**config.mk**
```make
export PLATFORM = sky130hd
export DESIGN_NAME = regmap_rename
export DESIGN_NICKNAME = d
export VERILOG_FILES = /design/src/rtl/rmap_pkg.sv /design/src/rtl/rmap_table.sv /design/src/rtl/rmap_freelist.sv /design/src/rtl/rmap_scoreboard.sv /design/src/rtl/regmap_rename.sv
export SDC_FILE = /design/constraint.sdc
export NUM_CORES = 1
export LEC_CHECK = 0
export ABC_AREA = 0
export BUFFER_PORTS_ARGS = -buffer_cell sky130_fd_sc_hd__buf_2
export CAP_MARGIN = 25
export CORE_ASPECT_RATIO = 0.7
export CORE_MARGIN = 2
export CORE_UTILIZATION = 40
export DETAILED_ROUTE_END_ITERATION = 16
export GPL_TIMING_DRIVEN = 0
export SLEW_MARGIN = 30
export SYNTH_ARGS = -nofsm -noshare
export SYNTH_HDL_FRONTEND = slang
export SYNTH_SLANG_ARGS = --single-unit
```
**constraint.sdc**
```tcl
create_clock -name clk -period 7.6 [get_ports clk]
set_input_delay 1.52 -clock clk [delete_from_list [all_inputs] [get_ports clk]]
set_output_delay 1.52 -clock clk [all_outputs]
set_load 0.01 [all_outputs]
```
**src/rtl/rmap_pkg.sv**
```systemverilog
package rmap_pkg;
  // index width for a set of n items, never below one bit
  function automatic int unsigned idx_bits(input int unsigned n);
    return (n <= 1) ? 1 : $clog2(n);
  endfunction
  // width of a counter that must reach n inclusive
  function automatic int unsigned cnt_bits(input int unsigned n);
    return $clog2(n + 1);
  endfunction
endpackage

```
**src/rtl/rmap_table.sv**
```systemverilog
module rmap_table #(
  parameter int ARCH_REGS = 16,
  parameter int PHYS_REGS = 48,
  localparam int AW = rmap_pkg::idx_bits(ARCH_REGS),
  localparam int PW = rmap_pkg::idx_bits(PHYS_REGS)
) (
  input  logic          clk,
  input  logic          rst,
  input  logic [AW-1:0] rd_a_idx,
  input  logic [AW-1:0] rd_b_idx,
  output logic [PW-1:0] rd_a_phys,
  output logic [PW-1:0] rd_b_phys,
  input  logic          al_en,
  input  logic [AW-1:0] al_arch,
  input  logic [PW-1:0] al_phys,
  output logic [PW-1:0] al_prev,
  input  logic          rs_en,
  input  logic [AW-1:0] rs_arch,
  input  logic [PW-1:0] rs_phys
);
  logic [PW-1:0] map_q [ARCH_REGS];

  // read-before-write: all reads see the contents before this edge
  assign rd_a_phys = map_q[rd_a_idx];
  assign rd_b_phys = map_q[rd_b_idx];
  assign al_prev   = map_q[al_arch];

  always_ff @(posedge clk) begin
    if (rst) begin
      for (int i = 0; i < ARCH_REGS; i++) map_q[i] <= PW'(i);
    end else begin
      if (al_en) map_q[al_arch] <= al_phys;
      // restore is written last, so it wins on a shared entry
      if (rs_en) map_q[rs_arch] <= rs_phys;
    end
  end

  AST_RESTORE_WINS: assert property (@(posedge clk) disable iff (rst)
    rs_en |=> map_q[$past(rs_arch)] == $past(rs_phys));

  AST_ALLOC_BINDS: assert property (@(posedge clk) disable iff (rst)
    (al_en && !(rs_en && rs_arch == al_arch)) |=> map_q[$past(al_arch)] == $past(al_phys));
endmodule

```
**src/rtl/rmap_freelist.sv**
```systemverilog
module rmap_freelist #(
  parameter int ARCH_REGS = 16,
  parameter int PHYS_REGS = 48,
  localparam int PW    = rmap_pkg::idx_bits(PHYS_REGS),
  localparam int DEPTH = PHYS_REGS - ARCH_REGS,
  localparam int PTRW  = rmap_pkg::idx_bits(DEPTH),
  localparam int CW    = rmap_pkg::cnt_bits(DEPTH)
) (
  input  logic          clk,
  input  logic          rst,
  input  logic          pop,
  input  logic          push,
  input  logic [PW-1:0] push_phys,
  output logic [PW-1:0] head,
  output logic          empty,
  output logic [CW-1:0] count
);
  logic [PW-1:0]   mem_q [DEPTH];
  logic [PTRW-1:0] rd_q, wr_q;
  logic [CW-1:0]   cnt_q;
  logic            pop_ok, push_ok;

  function automatic logic [PTRW-1:0] step_ptr(input logic [PTRW-1:0] p);
    return (p == PTRW'(DEPTH - 1)) ? '0 : p + 1'b1;
  endfunction

  assign empty   = (cnt_q == '0);
  assign pop_ok  = pop && !empty;
  assign push_ok = push && ((cnt_q != CW'(DEPTH)) || pop_ok);
  assign head    = mem_q[rd_q];
  assign count   = cnt_q;

  always_ff @(posedge clk) begin
    if (rst) begin
      for (int i = 0; i < DEPTH; i++) mem_q[i] <= PW'(ARCH_REGS + i);
      rd_q  <= '0;
      wr_q  <= '0;
      cnt_q <= CW'(DEPTH);
    end else begin
      if (push_ok) begin
        mem_q[wr_q] <= push_phys;
        wr_q        <= step_ptr(wr_q);
      end
      if (pop_ok) rd_q <= step_ptr(rd_q);
      case ({push_ok, pop_ok})
        2'b10:   cnt_q <= cnt_q + 1'b1;
        2'b01:   cnt_q <= cnt_q - 1'b1;
        default: cnt_q <= cnt_q;
      endcase
    end
  end

  AST_CNT_BOUND: assert property (@(posedge clk) disable iff (rst)
    cnt_q <= CW'(DEPTH));

  AST_FULL_DROP: assert property (@(posedge clk) disable iff (rst)
    (push && !pop && cnt_q == CW'(DEPTH)) |=> cnt_q == CW'(DEPTH));

  AST_EMPTY_HOLD: assert property (@(posedge clk) disable iff (rst)
    (pop && !push && cnt_q == '0) |=> cnt_q == '0);

  AST_SWAP_KEEP: assert property (@(posedge clk) disable iff (rst)
    (pop && push && cnt_q != '0) |=> $stable(cnt_q));
endmodule

```
**src/rtl/rmap_scoreboard.sv**
```systemverilog
module rmap_scoreboard #(
  parameter int ARCH_REGS = 16,
  parameter int PHYS_REGS = 48,
  localparam int PW = rmap_pkg::idx_bits(PHYS_REGS)
) (
  input  logic          clk,
  input  logic          rst,
  input  logic [PW-1:0] rd_a_idx,
  input  logic [PW-1:0] rd_b_idx,
  output logic          rd_a_ready,
  output logic          rd_b_ready,
  input  logic          clr_en,
  input  logic [PW-1:0] clr_idx,
  input  logic          set_en,
  input  logic [PW-1:0] set_idx
);
  logic [PHYS_REGS-1:0] ready_q;

  assign rd_a_ready = ready_q[rd_a_idx];
  assign rd_b_ready = ready_q[rd_b_idx];

  always_ff @(posedge clk) begin
    if (rst) begin
      for (int i = 0; i < PHYS_REGS; i++) ready_q[i] <= (i < ARCH_REGS);
    end else begin
      if (set_en) ready_q[set_idx] <= 1'b1;
      // clearing on allocation dominates a same-cycle writeback
      if (clr_en) ready_q[clr_idx] <= 1'b0;
    end
  end

  AST_CLR_DOMINATES: assert property (@(posedge clk) disable iff (rst)
    clr_en |=> !ready_q[$past(clr_idx)]);

  AST_WB_SETS: assert property (@(posedge clk) disable iff (rst)
    (set_en && !(clr_en && clr_idx == set_idx)) |=> ready_q[$past(set_idx)]);
endmodule

```
**src/rtl/regmap_rename.sv**
```systemverilog
module regmap_rename #(
  parameter int ARCH_REGS = 16,
  parameter int PHYS_REGS = 48,
  localparam int AW = rmap_pkg::idx_bits(ARCH_REGS),
  localparam int PW = rmap_pkg::idx_bits(PHYS_REGS),
  localparam int CW = rmap_pkg::cnt_bits(PHYS_REGS - ARCH_REGS)
) (
  input  logic          clk,
  input  logic          rst,
  input  logic [AW-1:0] lk_a_arch,
  input  logic [AW-1:0] lk_b_arch,
  output logic [PW-1:0] lk_a_phys,
  output logic          lk_a_ready,
  output logic [PW-1:0] lk_b_phys,
  output logic          lk_b_ready,
  input  logic          alloc_req,
  input  logic [AW-1:0] alloc_arch,
  output logic          alloc_ok,
  output logic [PW-1:0] alloc_new,
  output logic [PW-1:0] alloc_prev,
  input  logic          restore_en,
  input  logic [AW-1:0] restore_arch,
  input  logic [PW-1:0] restore_phys,
  input  logic          release_en,
  input  logic [PW-1:0] release_phys,
  input  logic          wb_en,
  input  logic [PW-1:0] wb_phys,
  output logic [CW-1:0] free_count
);
  logic [PW-1:0] map_a, map_b, map_prev, fl_head;
  logic          rdy_a, rdy_b, fl_empty, grant;

  assign grant = alloc_req && !fl_empty;

  rmap_table #(.ARCH_REGS(ARCH_REGS), .PHYS_REGS(PHYS_REGS)) u_table (
    .clk(clk), .rst(rst),
    .rd_a_idx(lk_a_arch), .rd_b_idx(lk_b_arch),
    .rd_a_phys(map_a), .rd_b_phys(map_b),
    .al_en(grant), .al_arch(alloc_arch), .al_phys(fl_head), .al_prev(map_prev),
    .rs_en(restore_en), .rs_arch(restore_arch), .rs_phys(restore_phys)
  );

  rmap_freelist #(.ARCH_REGS(ARCH_REGS), .PHYS_REGS(PHYS_REGS)) u_free (
    .clk(clk), .rst(rst),
    .pop(alloc_req), .push(release_en), .push_phys(release_phys),
    .head(fl_head), .empty(fl_empty), .count(free_count)
  );

  rmap_scoreboard #(.ARCH_REGS(ARCH_REGS), .PHYS_REGS(PHYS_REGS)) u_sb (
    .clk(clk), .rst(rst),
    .rd_a_idx(map_a), .rd_b_idx(map_b),
    .rd_a_ready(rdy_a), .rd_b_ready(rdy_b),
    .clr_en(grant), .clr_idx(fl_head),
    .set_en(wb_en), .set_idx(wb_phys)
  );

  always_ff @(posedge clk) begin
    if (rst) begin
      lk_a_phys  <= '0;
      lk_a_ready <= 1'b0;
      lk_b_phys  <= '0;
      lk_b_ready <= 1'b0;
      alloc_ok   <= 1'b0;
      alloc_new  <= '0;
      alloc_prev <= '0;
    end else begin
      lk_a_phys  <= map_a;
      lk_a_ready <= rdy_a;
      lk_b_phys  <= map_b;
      lk_b_ready <= rdy_b;
      alloc_ok   <= grant;
      alloc_new  <= fl_head;
      alloc_prev <= map_prev;
    end
  end

  AST_NO_GRANT_EMPTY: assert property (@(posedge clk) disable iff (rst)
    (alloc_req && free_count == '0) |=> !alloc_ok);

  AST_CNT_STEP: assert property (@(posedge clk) disable iff (rst)
    (alloc_req && free_count != '0 && !release_en) |=> free_count == $past(free_count) - 1'b1);

  AST_OK_NEEDS_REQ: assert property (@(posedge clk) disable iff (rst)
    alloc_ok |-> $past(alloc_req));
endmodule

```
-- Word-level counts from Yosys, hierarchy flattened
Memory sizes are Yosys's and may differ from the RTL's. A register that Yosys moved wholly into a read port is not among the register bits.
Cells that the tools add are included.
- register bits: 85
- bits in latches: 0
- memory bits (writable): 288
- memory bits (read-only): 0
- bits of input ports: 40
- output and inout bits: 33
- logic and storage cells: 77
- memories kept: 2
- memories (name ; depth ; width ; rd ports ; clocked after Yosys merged registers in ; write ports ; line ; source):
    u_free.mem_q ; 32 ; 6 ; 1 ; 1 ; 32 ; rmap_freelist.sv:18 ; logic [PW-1:0] mem_q [DEPTH];
    u_table.map_q ; 16 ; 6 ; 3 ; 1 ; 16 ; rmap_table.sv:21 ; logic [PW-1:0] map_q [ARCH_REGS];
- add/subtract/negate cells: 4
- multiply operators: 0
- div/mod/pow operators: 0
- order comparisons: 6
- eq/ne operators: 5
- shift-type cells: 0
- mux-type cells: 36
- bitwise gates (word level): 3
- reductions and logical operators: 11
- operator list (kind ; number):
    48-bit 2-to-1 mux ; 3
    48-bit AND ; 1
    48-bit inverter ; 1
    48-bit OR ; 1
    6-bit by 7-bit < comparator with 1-bit output, second input constant ; 4
    5-bit 2-to-1 mux ; 5
    1-bit 2-to-1 mux ; 18
    6-bit 2-to-1 mux ; 3
    6-bit OR reduction ; 3
    1-bit binary-select mux with 6-bit select ; 2
    1-bit demux with 6-bit select ; 2
    6-bit by 1-bit >= comparator with 1-bit output, second input constant ; 2
    6-bit case mux with 2 select lines ; 1
    5-bit by 1-bit adder with 5-bit output, second input constant ; 2
    5-bit equality test, second input constant ; 2
    4-bit 2-to-1 mux ; 2
    6-bit by 1-bit adder with 6-bit output, second input constant ; 1
    6-bit zero test ; 1
    6-bit != test, second input constant ; 1
    6-bit by 1-bit subtractor with 6-bit output, second input constant ; 1
    1-bit logical AND ; 4
    2-bit by 1-bit equality test with 1-bit output, second input constant ; 1
    2-bit equality test, second input constant ; 1
    2-bit nonzero test ; 1
    other kinds (2) ; 2

-- Depth between registers and ports, before layout
- depth in word-level cells: 10
- mapped depth: 12
- gate-level depth less buffers: 12

-- Hierarchy
From an unflattened synthesis, not the netlist that was laid out.
- cells, all modules: 1599
- area, all modules: 20294.5 um^2
- modules (own cells, without submodules) (module ; instances ; cells an instance ; area each (um^2) ; sequential area each (um^2)):
    rmap_freelist ; 1 ; 745 ; 9999.6 ; 6185.9
    rmap_table ; 1 ; 494 ; 6710.2 ; 2882.8
    rmap_scoreboard ; 1 ; 303 ; 2836.5 ; 960.9
    regmap_rename ; 1 ; 57 ; 748.2 ; 540.5

-- Worst setup path before layout
Ideal clock, no wire load.
- path kind: in2reg
- from: input port lk_a_arch[0]
- to: register lk_a_ready
- setup time: 0.074 ns
- arrival time: 3.810 ns
- data required time: 7.526 ns
- path slack: 3.716 ns
- cell stages on the path: 10
- path buffers: 3
- path through: buf_2 mux4_2 mux4_2 buf_2 buf_2 mux2i_1 mux2_1 o22ai_1 o211ai_1 a31oi_1
- cells in the longest elaborated chain, start to end: 3
- ends and longest elaborated chain (element ; line ; source):
    start: declaration ; regmap_rename.sv:10 ; input logic [AW-1:0] lk_a_arch,
    memory read 16 x 6 bit ; n/a ;
    1-bit binary-select mux with 6-bit select ; rmap_scoreboard.sv:19 ; assign rd_a_ready = ready_q[rd_a_idx];
    1-bit 2-to-1 mux (not written as such) ; rmap_scoreboard.sv:19 ;
    end signal: assignment ; regmap_rename.sv:68 ; lk_a_ready <= rdy_a;
    end: declaration ; regmap_rename.sv:13 ; output logic lk_a_ready,
No other way between the ends. The select of a mux whose other input is x is not followed.
A chain may end at the register's enable or synchronous reset.

-- Worst setup path after layout
- from: input port lk_b_arch[1]
- to: register lk_b_ready
- cells in the longest elaborated chain, start to end: 3
- ends and longest elaborated chain (element ; line ; source):
    start: declaration ; regmap_rename.sv:11 ; input logic [AW-1:0] lk_b_arch,
    memory read 16 x 6 bit ; n/a ;
    1-bit binary-select mux with 6-bit select ; rmap_scoreboard.sv:20 ; assign rd_b_ready = ready_q[rd_b_idx];
    1-bit 2-to-1 mux (not written as such) ; rmap_scoreboard.sv:20 ;
    end signal: assignment ; regmap_rename.sv:70 ; lk_b_ready <= rdy_b;
    end: declaration ; regmap_rename.sv:15 ; output logic lk_b_ready,
No other way between the ends. The select of a mux whose other input is x is not followed.

==> results.ini <==
[run_status]
outcome=finished clean

[yosys]
seq_area_frac_synth_pct=52.8
synth_flop_cell=edfxtp_1
yosysWarnings=0
synth-async-reset-ratio_pct=0
syn_nets=1654
syn_inst=1602
ys_ff_latch=384
avgSynthCellArea_um2=12.5
synthDistinctLibCells=57
synth_edf_count=288
syn_area_um2=20000

[pwr]
clockPowerShare_pct=39.8
p_int_mw=3.74
seqPwrFrac_pct=45.6
total_power_mw=5.19
leakage_nw=7.05
powerDensity_nw_per_um2=230
netSwitchingFraction_pct=27.9
power_switching_mw=1.45
p_comb_share_pct=14.7
vdd_drop_max_mv=0.165

[sta]
grt_setup_unrepaired=no
holdWs_ps=513
period_share_pct=57.6
setup_tns_ps=0
final_max_slew_viol_count=0
min_period_ps=4380
worstMarginPinSlew_ps=1080
setup_slack_ps=3220
setup_viol=0
fmax_mhz=229
skew_ps=38.5
hold_violations=0
slew_headroom_pct=27.3

[worst_setup_path]
crit_cells=9
reg2reg_slack_ps=3490
startpoint_type=input pin
crit_slowest_cell=clkbuf_1
end_kind=flop
max_stage_delay_ps=640
critPathBufInv=3
cp_max_fo=10
path_cells=buf_2, clkbuf_1, clkbuf_1, mux4_2, mux4_2, or2_2, o22ai_1, o211ai_1, a31oi_1
ff2ff_path_depth=7
cpLargestDelayFamily=buffers and inverters
crit_type=input pin to flop
worst_ep_arrival_time_ps=4830
crit_required_ps=8060

[layout]
drive_gt1_share_pct=21.2
multi_input_area_um2=8870
layout.nets=1754
syn_to_final_growth_pct=12.6
layout.cells.non_filler=2400
regArea_um2=10600
fillers=4516

[cts]
path_clk_slew_ps=60
clk_path_buf_depth=3
root_buffer=clkbuf_16
cts_buffers=40
cts.repair.resized=0
h-tree-depth=2
clock_sinks=384
insertion_delay_ps=570
cts.hold.buffers_added=0
cts_tree=yes
post_cts_buffers=0

[detailed_routing]
drt_first_iter_violations=2337
antenna_left=0
wirelength_um=68200
vias=15200
drt_pass1_iterations=6
wl_per_cell_um=28.4
drc=0
via_per_inst=6.34

[flow_run]
maxCapViolations=0

[floorplan]
fp.dieH_um=191
placeableCoreArea_um2=49300
ioPinCount=73
row_count=68
initial_utilization_pct=40.6
die_area_um2=51900
die_width_um=271

[hold_path]
hp-class=flop to flop
min_path_cells=2

[grt]
grt_pass1_vias=14500
grt-ovfl-total=0
grt.total_usage_pct=26.3
grt_max_degree=15
antenna_found_initial=2
grt_pass1_wl_um=98600

[placed_design]
place_inst=2325
place_congestion=0.981
pre_cts_ws_ps=2750
portBuffers=57
hpwl_um=50500

[flip-flops by register name (all words and copies together) (netlist names), named ones only]
signal         cells
u_table.map_q     96
u_sb.ready_q      48
u_free.rd_q        5
lk_a_ready         1
u_free.count       6
alloc_prev         6
alloc_ok           1
u_free.wr_q        5
lk_a_phys          6
lk_b_ready         1
alloc_new          6
lk_b_phys          6
u_free.mem_q     192
[worst min-delay path, stage by stage (launching register included)]
cell and delay (ps):
dfxtp_1 320, nand2_1 50, a21oi_1 80
[layout make-up]
class / count / share of cell area [%]
sequential: 384 / 46.9
timing repair buffer: 58 / 1.29
antenna: 1 / 0.0111
tap: 665 / 3.69
multi-input combinational: 1069 / 39.3
clock buffer: 50 / 4.79
inverter: 11 / 0.183
buffer: 138 / 2.59
clock inverter: 24 / 1.23
[Yosys cell counts (6+ instances only)]
| cell type | n | share of area, % |
|---|---|---|
| edfxtp_1 | 288 | 43 |
| nor2_1 | 170 | 3.2 |
| mux4_2 | 148 | 17 |
| nand2_1 | 125 | 2.3 |
| clkbuf_1 | 98 | 1.8 |
| nor3_1 | 97 | 2.4 |
| dfxtp_1 | 96 | 9.6 |
| a21oi_1 | 74 | 1.9 |
| mux2i_1 | 55 | 2.8 |
| nand3_1 | 53 | 1.3 |
| a22o_1 | 52 | 2.3 |
| a211oi_1 | 33 | 1.2 |
| o21ai_0 | 33 | 0.83 |
| nand2b_1 | 32 | 1.0 |
| mux2_2 | 29 | 1.6 |
| nor2b_1 | 28 | 0.88 |
| or2_2 | 20 | 0.63 |
| buf_1 | 18 | 0.34 |
| o32a_1 | 16 | 0.80 |
| buf_2 | 15 | 0.38 |
| o22ai_1 | 12 | 0.38 |
| ha_1 | 11 | 0.69 |
| inv_1 | 9 | 0.17 |
| and3_1 | 8 | 0.25 |
| or3_1 | 8 | 0.25 |
| a31oi_1 | 6 | 0.19 |
[power groups by stage]
stage               clock network, mW  registers, mW  logic [mW]
finish                           2.06           2.37       0.761
global route                     2.16           2.37       0.796
CTS                              2.08           2.36       0.744
detailed placement                  0           2.41       0.741
global placement                    0           2.40       0.731
floorplan                           0           2.40       0.461
[routing by layer]
layer  part of all wire, %  track usage, %  wire [um]  vias up
met1                    43            39.3      29200     7627
met4                   2.0            5.73       1340        0
met5                     0               0          0        -
met2                    39            34.6      26500     1095
met3                    16            11.6      11100      112
li1                      -               -          -     6379
[kinds of logic (layout without fill, tap and decap cells)]
logic type      count (synthesis)  after routing  share of synthesized area, %
compound gates                238            238                          8.00
xor+xnor                        5              5                         0.219
fa+ha+maj                      12             12                         0.788
buf+inv                       149            281                          3.09
flops                         384            384                          52.8
mux                           237            237                          21.5
other cells                     0              1                             0
simple gates                  577            577                          13.6
[per-stage QoR]
| step | utilization, % | instance area, um^2 |
|---|---|---|
| 6_report | 45.7 | 22500 |
| 5_1_grt | 45.7 | 22500 |
| 4_1_cts | 45.6 | 22500 |
| 3_5_place_dp | 42.9 | 21200 |
| 3_3_place_gp | 42.8 | 21100 |
| 2_1_floorplan | - | 20000 |
[final timing paths]
check,startpoint,end
worst max-delay path,lk_b_arch[1],lk_b_ready
worst min-delay path,u_free.rd_q[4],u_free.rd_q[4]
worst max register to register,flop,u_sb.ready_q[28]
worst min register to register,u_free.rd_q[4],u_free.rd_q[4]
[placed cells by master, fill, tap and decap left out, drive strengths merged, types with 53 or more instances in the layout]
| master | n |
|---|---|
| a21oi | 74 |
| buf | 96 |
| nor2 | 175 |
| nand3 | 53 |
| mux2i | 59 |
| clkbuf | 150 |
| dfxtp | 96 |
| nor3 | 98 |
| nand2 | 127 |
| edfxtp | 288 |
| mux4 | 148 |
Note: power is estimated with default switching activity, not from simulation.
